$ cat src/rtl/pxser_pkg.sv
`timescale 1ns/1ps
// Shared types for the pixel word serializer.
package pxser_pkg;
    // Power state codes, also driven on the pwr_state port.
    typedef enum logic [1:0] {
        PWR_OFF  = 2'b00,
        PWR_STBY = 2'b01,
        PWR_RUN  = 2'b10
    } pwr_e;
endpackage

$ cat src/rtl/pxser_edge.sv
`timescale 1ns/1ps
// Pixel-clock sampler: brings pix_clk through SYNC_STAGES flops into the
// bit-clock domain and flags the selected transition for one cycle.
// Assumes pix_clk is much slower than clk_bit.
module pxser_edge #(
    parameter int SYNC_STAGES = 2
) (
    input  logic clk_bit,
    input  logic rst_n,
    input  logic pix_clk,
    input  logic cap_fall,
    output logic cap_edge
);
    logic [SYNC_STAGES-1:0] sync_q;
    logic                   prev_q;

    generate
        for (genvar s = 0; s < SYNC_STAGES; s++) begin : g_sync
            if (s == 0) begin : g_first
                // First stage samples the raw pixel clock.
                always_ff @(posedge clk_bit) begin
                    if (!rst_n) sync_q[0] <= 1'b0;
                    else        sync_q[0] <= pix_clk;
                end
            end else begin : g_next
                // Later stages extend the chain.
                always_ff @(posedge clk_bit) begin
                    if (!rst_n) sync_q[s] <= 1'b0;
                    else        sync_q[s] <= sync_q[s-1];
                end
            end
        end
    endgenerate

    // Keeps the previous synchronised level for transition detection.
    always_ff @(posedge clk_bit) begin
        if (!rst_n) prev_q <= 1'b0;
        else        prev_q <= sync_q[SYNC_STAGES-1];
    end

    // Selects the rising or falling transition as the capture event.
    always_comb begin
        if (cap_fall) cap_edge = prev_q & ~sync_q[SYNC_STAGES-1];
        else          cap_edge = sync_q[SYNC_STAGES-1] & ~prev_q;
    end
endmodule

$ cat src/rtl/pxser_power.sv
`timescale 1ns/1ps
// Power controller: standby/active state plus an idle counter that drops
// to standby after IDLE_LIMIT cycles with no capture edge. Shutdown is the
// synchronous reset. Assumes IDLE_LIMIT >= 2.
module pxser_power import pxser_pkg::*; #(
    parameter int IDLE_LIMIT = 64
) (
    input  logic clk_bit,
    input  logic rst_n,
    input  logic cap_edge,
    output pwr_e state_q,
    output logic run_next,
    output logic cap_load
);
    localparam int            CW   = $clog2(IDLE_LIMIT);
    localparam logic [CW-1:0] LAST = CW'(IDLE_LIMIT - 1);

    logic [CW-1:0] idle_q, idle_d;
    pwr_e          state_d;

    // Next-state and idle-count logic.
    always_comb begin
        state_d = state_q;
        idle_d  = idle_q;
        case (state_q)
            PWR_STBY: begin
                if (cap_edge) begin
                    state_d = PWR_RUN;
                    idle_d  = '0;
                end
            end
            PWR_RUN: begin
                if (cap_edge) begin
                    idle_d = '0;
                end else if (idle_q == LAST) begin
                    state_d = PWR_STBY;
                    idle_d  = '0;
                end else begin
                    idle_d = idle_q + 1'b1;
                end
            end
            default: begin
                state_d = PWR_STBY;
                idle_d  = '0;
            end
        endcase
    end

    // State and counter registers; reset lands in standby.
    always_ff @(posedge clk_bit) begin
        if (!rst_n) begin
            state_q <= PWR_STBY;
            idle_q  <= '0;
        end else begin
            state_q <= state_d;
            idle_q  <= idle_d;
        end
    end

    assign run_next = (state_d == PWR_RUN);
    assign cap_load = cap_edge && (state_q == PWR_RUN);
endmodule

$ cat src/rtl/pxser_shift.sv
`timescale 1ns/1ps
// Frame builder and shifter: appends odd parity and reserved zeros to the
// word, loads the frame on cap_load and shifts it right one bit per cycle.
// A single register serves both lane modes: lane1 taps the upper half.
// Assumes the frame width is even.
module pxser_shift #(
    parameter int DATA_W = 27,
    parameter int RSV_W  = 2
) (
    input  logic              clk_bit,
    input  logic              rst_n,
    input  logic              run_next,
    input  logic              cap_load,
    input  logic              dual_lane,
    input  logic [DATA_W-1:0] pix_word,
    output logic              lane0,
    output logic              lane1,
    output logic              frame_valid
);
    localparam int FRAME_W = DATA_W + 1 + RSV_W;
    localparam int HALF    = FRAME_W / 2;

    logic [FRAME_W-1:0] sh_q, frame;

    // Frame layout: data low, parity above it, reserved zeros on top.
    assign frame = {{RSV_W{1'b0}}, ~^pix_word, pix_word};

    // Loads, shifts or clears the frame register.
    always_ff @(posedge clk_bit) begin
        if (!rst_n || !run_next) begin
            sh_q        <= '0;
            frame_valid <= 1'b0;
        end else if (cap_load) begin
            sh_q        <= frame;
            frame_valid <= 1'b1;
        end else begin
            sh_q <= {1'b0, sh_q[FRAME_W-1:1]};
        end
    end

    assign lane0 = sh_q[0];
    assign lane1 = dual_lane & sh_q[HALF];
endmodule

$ cat src/rtl/pxser_clkcopy.sv
`timescale 1ns/1ps
// Regenerated pixel clock: a phase counter with the frame period, restarted
// on each load, high for the first half (rounded up) of the period.
module pxser_clkcopy #(
    parameter int FRAME_W = 30
) (
    input  logic clk_bit,
    input  logic rst_n,
    input  logic cap_load,
    input  logic dual_lane,
    input  logic frame_valid,
    output logic clk_copy
);
    localparam int            HALF      = FRAME_W / 2;
    localparam int            PW        = $clog2(FRAME_W);
    localparam logic [PW-1:0] FULL_LAST = PW'(FRAME_W - 1);
    localparam logic [PW-1:0] HALF_LAST = PW'(HALF - 1);
    localparam logic [PW-1:0] FULL_HI   = PW'((FRAME_W + 1) / 2);
    localparam logic [PW-1:0] HALF_HI   = PW'((HALF + 1) / 2);

    logic [PW-1:0] ph_q;
    logic [PW-1:0] last, hi;

    // Period and high time for the current lane mode.
    assign last = dual_lane ? HALF_LAST : FULL_LAST;
    assign hi   = dual_lane ? HALF_HI   : FULL_HI;

    // Phase counter, realigned to zero on every load.
    always_ff @(posedge clk_bit) begin
        if (!rst_n || cap_load) ph_q <= '0;
        else if (ph_q == last)  ph_q <= '0;
        else                    ph_q <= ph_q + 1'b1;
    end

    assign clk_copy = frame_valid && (ph_q < hi);
endmodule

$ cat src/rtl/pxser_top.sv
`timescale 1ns/1ps
// Pixel word serializer top: sampler, power controller, frame shifter and
// clock regenerator. shutdown_n acts as the synchronous active-low reset.
// Assumes one capture edge per frame period while active.
module pxser_top import pxser_pkg::*; #(
    parameter int DATA_W      = 27,
    parameter int RSV_W       = 2,
    parameter int SYNC_STAGES = 2,
    parameter int IDLE_LIMIT  = 64
) (
    input  logic              clk_bit,
    input  logic              shutdown_n,
    input  logic              pix_clk,
    input  logic              cap_fall,
    input  logic              dual_lane,
    input  logic [DATA_W-1:0] pix_word,
    output logic              lane0,
    output logic              lane1,
    output logic              clk_copy,
    output logic [1:0]        pwr_state
);
    localparam int FRAME_W = DATA_W + 1 + RSV_W;

    logic cap_edge, cap_load, run_next, frame_valid;
    pwr_e run_state;

    pxser_edge #(.SYNC_STAGES(SYNC_STAGES)) u_edge (
        .clk_bit  (clk_bit),
        .rst_n    (shutdown_n),
        .pix_clk  (pix_clk),
        .cap_fall (cap_fall),
        .cap_edge (cap_edge)
    );

    pxser_power #(.IDLE_LIMIT(IDLE_LIMIT)) u_power (
        .clk_bit  (clk_bit),
        .rst_n    (shutdown_n),
        .cap_edge (cap_edge),
        .state_q  (run_state),
        .run_next (run_next),
        .cap_load (cap_load)
    );

    pxser_shift #(.DATA_W(DATA_W), .RSV_W(RSV_W)) u_shift (
        .clk_bit     (clk_bit),
        .rst_n       (shutdown_n),
        .run_next    (run_next),
        .cap_load    (cap_load),
        .dual_lane   (dual_lane),
        .pix_word    (pix_word),
        .lane0       (lane0),
        .lane1       (lane1),
        .frame_valid (frame_valid)
    );

    pxser_clkcopy #(.FRAME_W(FRAME_W)) u_clk (
        .clk_bit     (clk_bit),
        .rst_n       (shutdown_n),
        .cap_load    (cap_load),
        .dual_lane   (dual_lane),
        .frame_valid (frame_valid),
        .clk_copy    (clk_copy)
    );

    // Shutdown overrides the held state code.
    assign pwr_state = shutdown_n ? run_state : PWR_OFF;
endmodule

$ cat config.mk
export PLATFORM = sky130hd
export DESIGN_NAME = pxser_top
export DESIGN_NICKNAME = d
export VERILOG_FILES = /design/src/rtl/pxser_pkg.sv /design/src/rtl/pxser_edge.sv /design/src/rtl/pxser_power.sv /design/src/rtl/pxser_shift.sv /design/src/rtl/pxser_clkcopy.sv /design/src/rtl/pxser_top.sv
export SDC_FILE = /design/constraint.sdc
export NUM_CORES = 1
export LEC_CHECK = 0
export ABC_AREA = 1
export BUFFER_PORTS_ARGS = -buffer_cell sky130_fd_sc_hd__buf_2
export CAP_MARGIN = 30
export CORE_MARGIN = 2
export CORE_UTILIZATION = 50
export DETAILED_ROUTE_END_ITERATION = 10
export PLACE_DENSITY = 0.78
export SETUP_SLACK_MARGIN = 0.2
export SLEW_MARGIN = 20
export SYNTH_ARGS = -nofsm -noshare
export SYNTH_HDL_FRONTEND = slang
export SYNTH_HIERARCHICAL = 1
export SYNTH_SLANG_ARGS = --single-unit
$ cat constraint.sdc
create_clock -name clk_bit -period 2.35 [get_ports clk_bit]
set_clock_uncertainty 0.05 [all_clocks]
set_input_delay 0.3525 -clock clk_bit [delete_from_list [all_inputs] [get_ports clk_bit]]
set_output_delay 0.3525 -clock clk_bit [all_outputs]
set_load 0.03 [all_outputs]
== Word-level counts from Yosys, hierarchy flattened ==
Index checks and enable logic that the tools add are counted.

* Bits in registers: 46
* Bits of input ports: 32
* Output and inout bits: 5
* Word-level logic and storage cells: 45

* $add $sub $neg: 2
* Magnitude comparators: 1
* Equality and inequality tests: 6
* Muxes and demuxes: 13
* Bitwise logic cells: 5
* Reductions and logical operators: 9

{| class="wikitable"
|+ Operator list
! kind !! number
|-
| 28-bit two-way mux || 1
|-
| 27-bit XNOR reduction || 1
|-
| 6-bit two-way mux || 3
|-
| 6-bit one-hot mux with 2 select lines || 1
|-
| 2-bit two-way mux || 4
|-
| 6-bit by 1-bit adder with 6-bit output (second input constant) || 1
|-
| 6-bit equality test (second input constant) || 1
|-
| 5-bit by 1-bit adder with 5-bit output (second input constant) || 1
|-
| 5-bit equality test || 1
|-
| 5-bit < comparator || 1
|-
| 5-bit two-way mux || 1
|-
| 2-bit equality test (second input constant) || 2
|-
| 2-bit one-hot mux with 2 select lines || 1
|-
| 2-bit OR reduction || 2
|-
| 1-bit bitwise AND || 3
|-
| 3-bit two-way mux || 1
|-
| 2-bit by 1-bit equality test with 1-bit output (second input constant) || 1
|-
| 1-bit logical AND || 2
|-
| 1-bit zero test || 2
|-
| 1-bit logical OR || 2
|-
| 2-bit by 1-bit != test with 1-bit output (second input constant) || 1
|-
| 1-bit NOT || 2
|-
| 1-bit two-way mux || 1
|}

== Depth between registers and ports, before layout ==
Gate-level depths: netlist (run 1).

* Depth in word-level cells: 9
* Mapped depth: 13
* Mapped depth without buffers: 13

== By module ==
The synthesis (run 1) kept the hierarchy.

{| class="wikitable"
|+ Modules (own cells, without submodules)
! module !! times used !! cells an instance !! area each (um^2) !! seq. area each (um^2)
|-
| pxser_shift || 1 || 230 || 1501.4 || 580.6
|-
| pxser_power || 1 || 79 || 494.2 || 160.2
|-
| pxser_clkcopy || 1 || 47 || 315.3 || 100.1
|-
| pxser_edge || 1 || 15 || 107.6 || 60.1
|-
| pxser_top || 1 || 4 || 15.0 || 0.0
|}

== Worst setup path after synthesis (run 1) ==
No wires, ideal clock.

* Kind: flip-flop to flip-flop
* Start point: register u_power.state_q[0]
* End point: register u_shift.frame_valid
* Setup time: 0.128 ns
* Arrival: 1.669 ns
* Required time: 2.172 ns
* Path slack: 0.503 ns
* Cell stages (with the launch flop): 11
* Buffers on the path: 2
* Clock period less this slack: 1.847 ns
* Cell sequence: dfxtp_1 > inv_1 > ha_1 > nand2_1 > inv_1 > a21oi_1 > nor2_1 > nand2_1 > clkbuf_1 > clkbuf_1 > nor2_1

* Cells in the longest elaborated chain, start to end: 6
* Elaborated cells on any way between the ends: 10
* Classes of those cells: 3 x eq/ne; 4 x mux; 3 x reduce/logical

{| class="wikitable"
|+ RTL lines
! element !! line !! RTL
|-
| start: declaration || pxser_power.sv:11 || <nowiki>output pwr_e state_q,</nowiki>
|-
| start signal: assignment || pxser_power.sv:55 || <nowiki>state_q <= state_d;</nowiki>
|-
| 2-bit two-way mux || pxser_power.sv:35 || <nowiki>end else if (idle_q == LAST) begin</nowiki>
|-
| 2-bit two-way mux || pxser_power.sv:33 || <nowiki>if (cap_edge) begin</nowiki>
|-
| 2-bit one-hot mux with 2 select lines (*) || pxser_power.sv:25 || <nowiki>case (state_q)</nowiki>
|-
| 2-bit equality test (*) || pxser_power.sv:60 || <nowiki>assign run_next = (state_d == PWR_RUN);</nowiki>
|-
| via run_next || pxser_top.sv:24 || <nowiki>logic cap_edge, cap_load, run_next, frame_valid;</nowiki>
|-
| 1-bit zero test (*) || pxser_shift.sv:30 || <nowiki>if (!rst_n || !run_next) begin</nowiki>
|-
| 1-bit logical OR (*) || pxser_shift.sv:30 ||
|-
| end signal: assignment || pxser_shift.sv:32 || <nowiki>frame_valid <= 1'b0;</nowiki>
|-
| end signal: assignment || pxser_shift.sv:35 || <nowiki>frame_valid <= 1'b1;</nowiki>
|-
| end: declaration || pxser_shift.sv:18 || <nowiki>output logic frame_valid</nowiki>
|}

Mark *: on every way through the listed nets, which the timed path passes. The rest lies on a longest branch.
A chain may end at the register's enable or synchronous reset.

== Worst setup path after layout (run 1) ==
* Start point: register u_clk.ph_q[2]
* End point: output clk_copy

* Cells in the longest elaborated chain, start to end: 2

{| class="wikitable"
|+ RTL lines
! element !! line !! RTL
|-
| start: declaration || pxser_clkcopy.sv:21 || <nowiki>logic [PW-1:0] ph_q;</nowiki>
|-
| start signal: assignment || pxser_clkcopy.sv:32 || <nowiki>else ph_q <= ph_q + 1'b1;</nowiki>
|-
| 5-bit < comparator || pxser_clkcopy.sv:35 || <nowiki>assign clk_copy = frame_valid && (ph_q < hi);</nowiki>
|-
| 1-bit logical AND || pxser_clkcopy.sv:35 ||
|-
| end: declaration || pxser_top.sv:19 || <nowiki>output logic clk_copy,</nowiki>
|}

No other way between the ends.

==> flow_summary.yaml, run 1 <==
outcome:
  status: "finished clean"
worst_setup_path:
  rr_worst_depth: 11
  timing.rr.start: "u_power/state_q[0]$_SDFF_PN1_"
  endpoint_kind: "output port"
  worst_ep_required_time_ns: 1.95
  cp-start-kind: "flip-flop"
  rr_endpoint: "u_shift/sh_q[11]$_SDFF_PP0_"
  worstPathArrival_ns: 1.50
  crit_path_max_fanout: 5
  regToRegSetupSlack_ns: 0.51
  crit_type: "flip-flop to output port"
placement:
  place_inst: 474
  port_buffers: 36
  gp_congestion: 0.885
  dp_hpwl_mm: 3.44
detailed_routing:
  drtPass1Iterations: 4
  drc: 0
  routedWlPerCell_um: 9.38
  final_antenna_net_count: 0
  first_iter_violations: 82
  viasPerCell: 4.63
  num_vias: 2229
  postRouteWirelength_mm: 4.51
yosys:
  synth_top_cell_by_area: "dfxtp_1"
  synth_cell_type_count: 19
  yosysSeqAreaShare_pct: 37.0
  ys.warnings.count: 6
  netlist_area_sq_mm: 0.00243
  async_flop_share_pct: 0
  yosysMostFrequentCell: "nand2_1"
  ys_dominant_reg_cell: "dfxtp_1"
  syn_nets: 414
  synth.avg_cell_area_sq_um: 6.49
  synth_edf_count: 0
  synth_top_area_share_pct: 37.0
  yosys-top-cells-count: "nand2_1 (142), inv_1 (47), dfxtp_1 (45)"
  ys_seq_elements: 45
  yosys-top-cells-area: "dfxtp_1 (37%), nand2_1 (22%), inv_1 (7.2%)"
  syn_inst: 375
layout:
  drive_above_1_share_pct: 15.2
  nFillCells: 455
  final_nets: 453
  finalNonFillerCells: 481
  seqCellArea_sq_um: 901
  antenna_cells: 0
  multi_input_area_sq_mm: 0.00131
  syn_to_final_growth_pct: 14.2
grt:
  antenna_found_initial: 0
  groute.usage.overall_pct: 18.1
  grt_max_degree: 21
  grt_pass1_wl_mm: 7.69
  overflow: 0
  grt_pass1_vias: 1912
clocking:
  insertion_delay_ns: 0.29
  cts_resized: 0
  post-cts-setup-buffers: 0
  cts_inserted_buffers: 5
  clk_pin_slew_ns: 0.08
  cts_tree: "done"
  cts-root-buf: "clkbuf_8"
  clock-sinks: 45
  cts_max_level: 2
  cts_max_path_buffers: 2
  holdBufCountCts: 0
floorplan:
  die_w_um: 73.8
  die_y_um: 73.8
  dieArea_sq_mm: 0.00544
  core_area_sq_mm: 0.00472
  initial_core_util_pct: 51.5
  rows: 25
  num_io_pins: 37
run:
  drv_cap: 0
sta:
  max_slew_margin_pct: 67.5
  max_freq_mhz: 526
  worst_slew_pin_slew_ns: 0.484
  period_share_pct: 80.9
  grt_setup_unrepaired: "no"
  setup_viol: 0
  period_minus_slack_ns: 1.90
  tns_ns: 0
  slew_viol_final: 0
  hold_viol_final: 0
power:
  vdd_drop_max_mv: 0.244
  total_power_uw: 1590
  power_density_mw_per_mm2: 574
  cellLeakagePower_uw: 0.00139
hold_path:
  min_to: "u_edge/sync_q[0]$_SDFF_PN0_"
  hold_path_startpoint: "pix_clk"
  hold-path-cell-count: 3
  holdCritPathClass: "primary input to flip-flop"
[where the power goes]
group | internal (uW) | switching, uW | total (uW)
Sequential | 775 | 13.8 | 789
Clock | 233 | 237 | 470
Combinational | 127 | 209 | 336
Total | 1130 | 460 | 1590
[state kept, by name, summed over array words and instances (netlist names)]
signal and flops:
u_clk/ph_q 5, u_power/state_q 2, u_edge/prev_q 1, u_shift/sh_q 28, u_edge/sync_q 2, u_power/idle_q 6, u_shift/frame_valid 1
[worst max path at each step]
| stage | startpoint | end | slack [ns] | cells past startpoint |
|---|---|---|---|---|
| after floorplan | u_power/state_q[0]$_SDFF_PN1_ | u_shift/frame_valid$_SDFFE_PP0P_ | 0.50 | 10 |
| after global placement | cap_fall | u_shift/sh_q[15]$_SDFF_PP0_ | 0.51 | 14 |
| after detailed placement | cap_fall | u_shift/sh_q[11]$_SDFF_PP0_ | 0.37 | 14 |
| after CTS | u_clk/ph_q[2]$_SDFF_PP0_ | clk_copy | 0.43 | 7 |
| after global routing | u_edge/sync_q[1]$_SDFF_PN0_ | u_shift/sh_q[8]$_SDFF_PP0_ | 0.24 | 12 |
| final | u_clk/ph_q[2]$_SDFF_PP0_ | clk_copy | 0.45 | 7 |
[placed cells by master (no fill, tap or decap), drive strengths merged, types with 7 or more instances in the layout]
cell    netlist  layout
clkbuf        5       7
xnor2        10      10
o21ai        12      12
inv          50      50
nand2       154     154
xor2         12      12
nor2         26      26
ha            7       7
dfxtp        45      45
buf           2      39
nand3        16      16
a21oi        34      34
[logic make-up (layout without fill, tap and decap cells)]
kind of cell | Yosys count | after routing | share of synthesized area (%)
adders and majority gates | 7 | 7 | 3.60
AOI/OAI and AO/OA | 47 | 47 | 10.1
and+or+nand+nor | 196 | 196 | 32.4
buffers and inverters | 58 | 97 | 9.00
DFF | 45 | 45 | 37.0
xor gates and xnor gates | 22 | 22 | 7.92
[metrics by stage]
step | setup slack [ns] | utilization (%) | area (sq um) | hold slack, ns
2_1_floorplan | 0.503 | - | 2430 | 0.336
3_3_place_gp | 0.509 | 57.0 | 2690 | 0.338
3_5_place_dp | 0.371 | 57.0 | 2690 | 0.353
4_1_cts | 0.431 | 58.8 | 2780 | 0.176
5_1_grt | 0.244 | 58.8 | 2780 | 0.205
6_report | 0.448 | 58.8 | 2780 | 0.186
[layout make-up]
class	count	share of cell area, %
timing repair buffer	39	7.29
sequential	45	32.4
clock buffer	7	3.11
tap	67	3.02
inverter	51	6.89
multi-input combinational	272	47.3
[critical path: stages, from the launching register on]
cell and delay (ns):
dfxtp_1 0.42, ha_1 0.27, nand2_1 0.07, nand2_1 0.04, nand2_1 0.06, nand3_1 0.08, nor2_1 0.07, buf_2 0.19
[layer usage]
layer | vias to the layer above | track usage [%] | routed length, um
met3 | 8 | 4.66 | 146
met5 | - | 0 | 0
met2 | 33 | 28.8 | 2000
met4 | 0 | 7.88 | 95
met1 | 967 | 23.0 | 2270
li1 | 1221 | - | -
No activity file was read; power rests on OpenSTA's default activity.
==> inputs of run 2 (changes only) <==
- ABC_AREA: 1 -> 0
- clock period: 2.35 -> 1.85 ns (I/O delays scaled with it)
==> run 2 against run 1 <==
Final cell count decreased by 30%. Critical path depth is 2 lower. Flip-flop and latch count is the same. Via count fell by 16%. Hold slack got worse by 0.038 ns. Setup slack worse by 0.43 ns. Global-route usage is 4.0 points higher. Largest cell class unchanged.
==> flow_summary.yaml, run 2 <==
detailed_routing:
  drc: 0
  routedWlPerCell_um: 17.5
  num_vias: 1874
  first_iter_violations: 134
  viasPerCell: 5.54
  drtPass1Iterations: 4
  postRouteWirelength_mm: 5.90
  final_antenna_net_count: 0
sta:
  setup_viol: 0
  worst_slew_pin_slew_ns: 0.589
  max_freq_mhz: 547
  grt_setup_unrepaired: "yes"
  period_share_pct: 98.9
  period_minus_slack_ns: 1.83
  hold_viol_final: 0
  slew_viol_final: 0
  max_slew_margin_pct: 60.2
worst_setup_path:
  path_buf_inv: 1
  worstSetupPathDepth: 5
  slowest_delay_ns: 0.36
  worstSetupStartpoint: "u_clk/ph_q[1]$_SDFF_PP0_"
  cp-endpoint: "clk_copy"
  cp-start-kind: "flip-flop"
  rr_worst_depth: 7
  worstPathArrival_ns: 1.50
  worst_ep_required_time_ns: 1.52
  timing.rr.start: "u_power/idle_q[2]$_SDFFE_PN0P_"
  crit_type: "flip-flop to output port"
  rr_endpoint: "u_shift/sh_q[14]$_SDFF_PP0_"
  path_cells: "ha_4 -> nor2b_4 -> o211ai_1 -> and4b_1 -> buf_6"
  endpoint_kind: "output port"
  cpMaxStageDelayCell: "dfxtp_2"
  crit_path_max_fanout: 2
  regToRegSetupSlack_ns: 0.07
  cp_top_family: "flip-flops"
power:
  total_power_uw: 2370
  power_density_mw_per_mm2: 750
  vdd_drop_max_mv: 0.670
  cellLeakagePower_uw: 0.00112
grt:
  busiest_layer: "met2"
  grtUsageMet3_pct: 6.25
  grt_max_degree: 19
  met2_usage_pct: 37.7
  grt_pass1_vias: 1803
  grt_pass1_wl_mm: 8.47
  grt.met1_usage_pct: 26.3
  antenna_found_initial: 0
  groute.usage.overall_pct: 22.1
  overflow: 0
floorplan:
  num_io_pins: 37
  die_w_um: 69.4
  initial_core_util_pct: 52.7
  core_area_sq_mm: 0.00406
  die_y_um: 69.4
  rows: 23
  dieArea_sq_mm: 0.00482
yosys:
  ys_dominant_reg_cell: "dfxtp_1"
  yosys-top-cells-area: "dfxtp_1 (42%), mux2i_1 (13%), xnor2_1 (8.6%)"
  synth_top_cell_by_area: "dfxtp_1"
  synth_edf_count: 0
  syn_nets: 263
  synth.avg_cell_area_sq_um: 9.55
  yosys-top-cells-count: "dfxtp_1 (45), nor2_1 (35), mux2i_1 (27)"
  async_flop_share_pct: 0
  yosysMostFrequentCell: "dfxtp_1"
  ys_seq_elements: 45
  ys.warnings.count: 6
  netlist_area_sq_mm: 0.00214
  yosysSeqAreaShare_pct: 42.1
  syn_inst: 224
  synth_top_area_share_pct: 42.1
  synth_cell_type_count: 38
clocking:
  cts_max_level: 2
  cts_inserted_buffers: 5
  cts-root-buf: "clkbuf_8"
  clock-sinks: 45
  clk_pin_slew_ns: 0.08
  cts_max_path_buffers: 2
  insertion_delay_ns: 0.30
  cts_tree: "done"
layout:
  syn_to_final_growth_pct: 48.0
  biggestRegsByFlops: "u_shift/sh_q (28), u_power/idle_q (6), u_clk/ph_q (5)"
  largest_reg_flops: 28
  antenna_cells: 0
  nFillCells: 250
  layout.cells.most_common: "dfxtp_1"
  regMostFlops: "u_shift/sh_q"
  drive_above_1_share_pct: 44.4
  post-route-cell-area_sq_mm: 0.00316
  seqCellArea_sq_um: 922
  mostFrequentLayoutCells: "dfxtp_1 (38), buf_2 (35), nor2_4 (27)"
  final_nets: 326
  multi_input_area_sq_mm: 0.00155
hold_path:
  holdCritPathClass: "primary input to flip-flop"
  hold_path_startpoint: "pix_clk"
  hold-path-cell-count: 2
placement:
  port_buffers: 36
  gp_congestion: 0.882
  dp_hpwl_mm: 2.79
  dpl_cell_area_sq_mm: 0.00246
run:
  drv_cap: 0
outcome:
  status: "finished clean"
## run 2: cell types whose count changed after synthesis, sizes merged, moves of 7 or more
cell / previous run / this run
inv: 50 / 8
and2: 0 / 7
nor2: 26 / 35
a21oi: 34 / 6
mux2i: 0 / 27
xnor2: 10 / 22
nand2: 154 / 9
xor2: 12 / 4
nand3: 16 / 9
## run 2: final cells by class
| cell class | instances | share of cell area [%] |
|---|---|---|
| multi-input combinational | 165 | 48.8 |
| sequential | 45 | 29.1 |
| timing repair buffer | 62 | 15.6 |
| clock buffer | 6 | 2.29 |
| tap | 50 | 1.98 |
| clock inverter | 2 | 1.23 |
| inverter | 8 | 0.949 |
## run 2: repair_timing
| item | 4_1_cts | 5_1_grt |
|---|---|---|
| endpoints found under the setup margin | 31 | 36 |
| gates cloned | 2 | 1 |
| hold buffers | 0 | 0 |
| pin swaps | 15 | 9 |
| gates resized for setup | 40 | 60 |
| setup buffers | 13 | 4 |
## run 2: worst register-to-register path, stage by stage (launching register included)
cell	delay [ns]
dfxtp_1	0.46
and3_4	0.24
nand3_2	0.11
o311a_4	0.40
nand2_4	0.12
buf_6	0.11
buf_12	0.14
nor2_4	0.04
## run 2: worst min-delay path by stage
stage                                  endpoint  slack [ns]
CTS                 u_edge/sync_q[0]$_SDFF_PN0_        0.14
floorplan           u_edge/sync_q[0]$_SDFF_PN0_        0.35
finish              u_edge/sync_q[0]$_SDFF_PN0_        0.15
detailed placement  u_edge/sync_q[1]$_SDFF_PN0_        0.37
global route        u_edge/sync_q[0]$_SDFF_PN0_        0.15
global placement    u_edge/sync_q[1]$_SDFF_PN0_        0.36
## run 2: per-layer routing
metal / share of wire (%) / vias to the layer above / routed length (um)
li1: - / 888 / -
met1: 41 / 889 / 2450
met2: 49 / 75 / 2900
met3: 6.3 / 22 / 369
met4: 3.0 / 0 / 178
met5: 0 / - / 0
## run 2: cells by family after synthesis
family	count (synthesis)	share of synthesized area (%)
and+or+nand+nor	80	18.4
xor gates and xnor gates	28	13.1
muxes	27	12.6
AOI/OAI and AO/OA	22	6.85
adders and majority gates	7	4.10
DFF	45	42.1
buffers and inverters	15	2.81
## run 2: per-stage QoR
stage	cells	setup slack, ns	hold slack (ns)	utilization, %	setup TNS (ns)
global route	338	-0.0489	0.155	78.0	-0.0489
detailed placement	310	0.0996	0.373	60.7	0
global placement	310	0.131	0.360	60.7	0
CTS	333	0.0339	0.141	70.7	0
finish	338	0.0202	0.149	78.0	0
floorplan	224	0.220	0.349	-	0
## run 2: where the power goes
group	leakage [uW]	internal (uW)	switching (uW)
clock	0.0000554	406	348
sequential	0.000368	985	25.3
combinational	0.000693	328	280
total	0.00112	1720	653
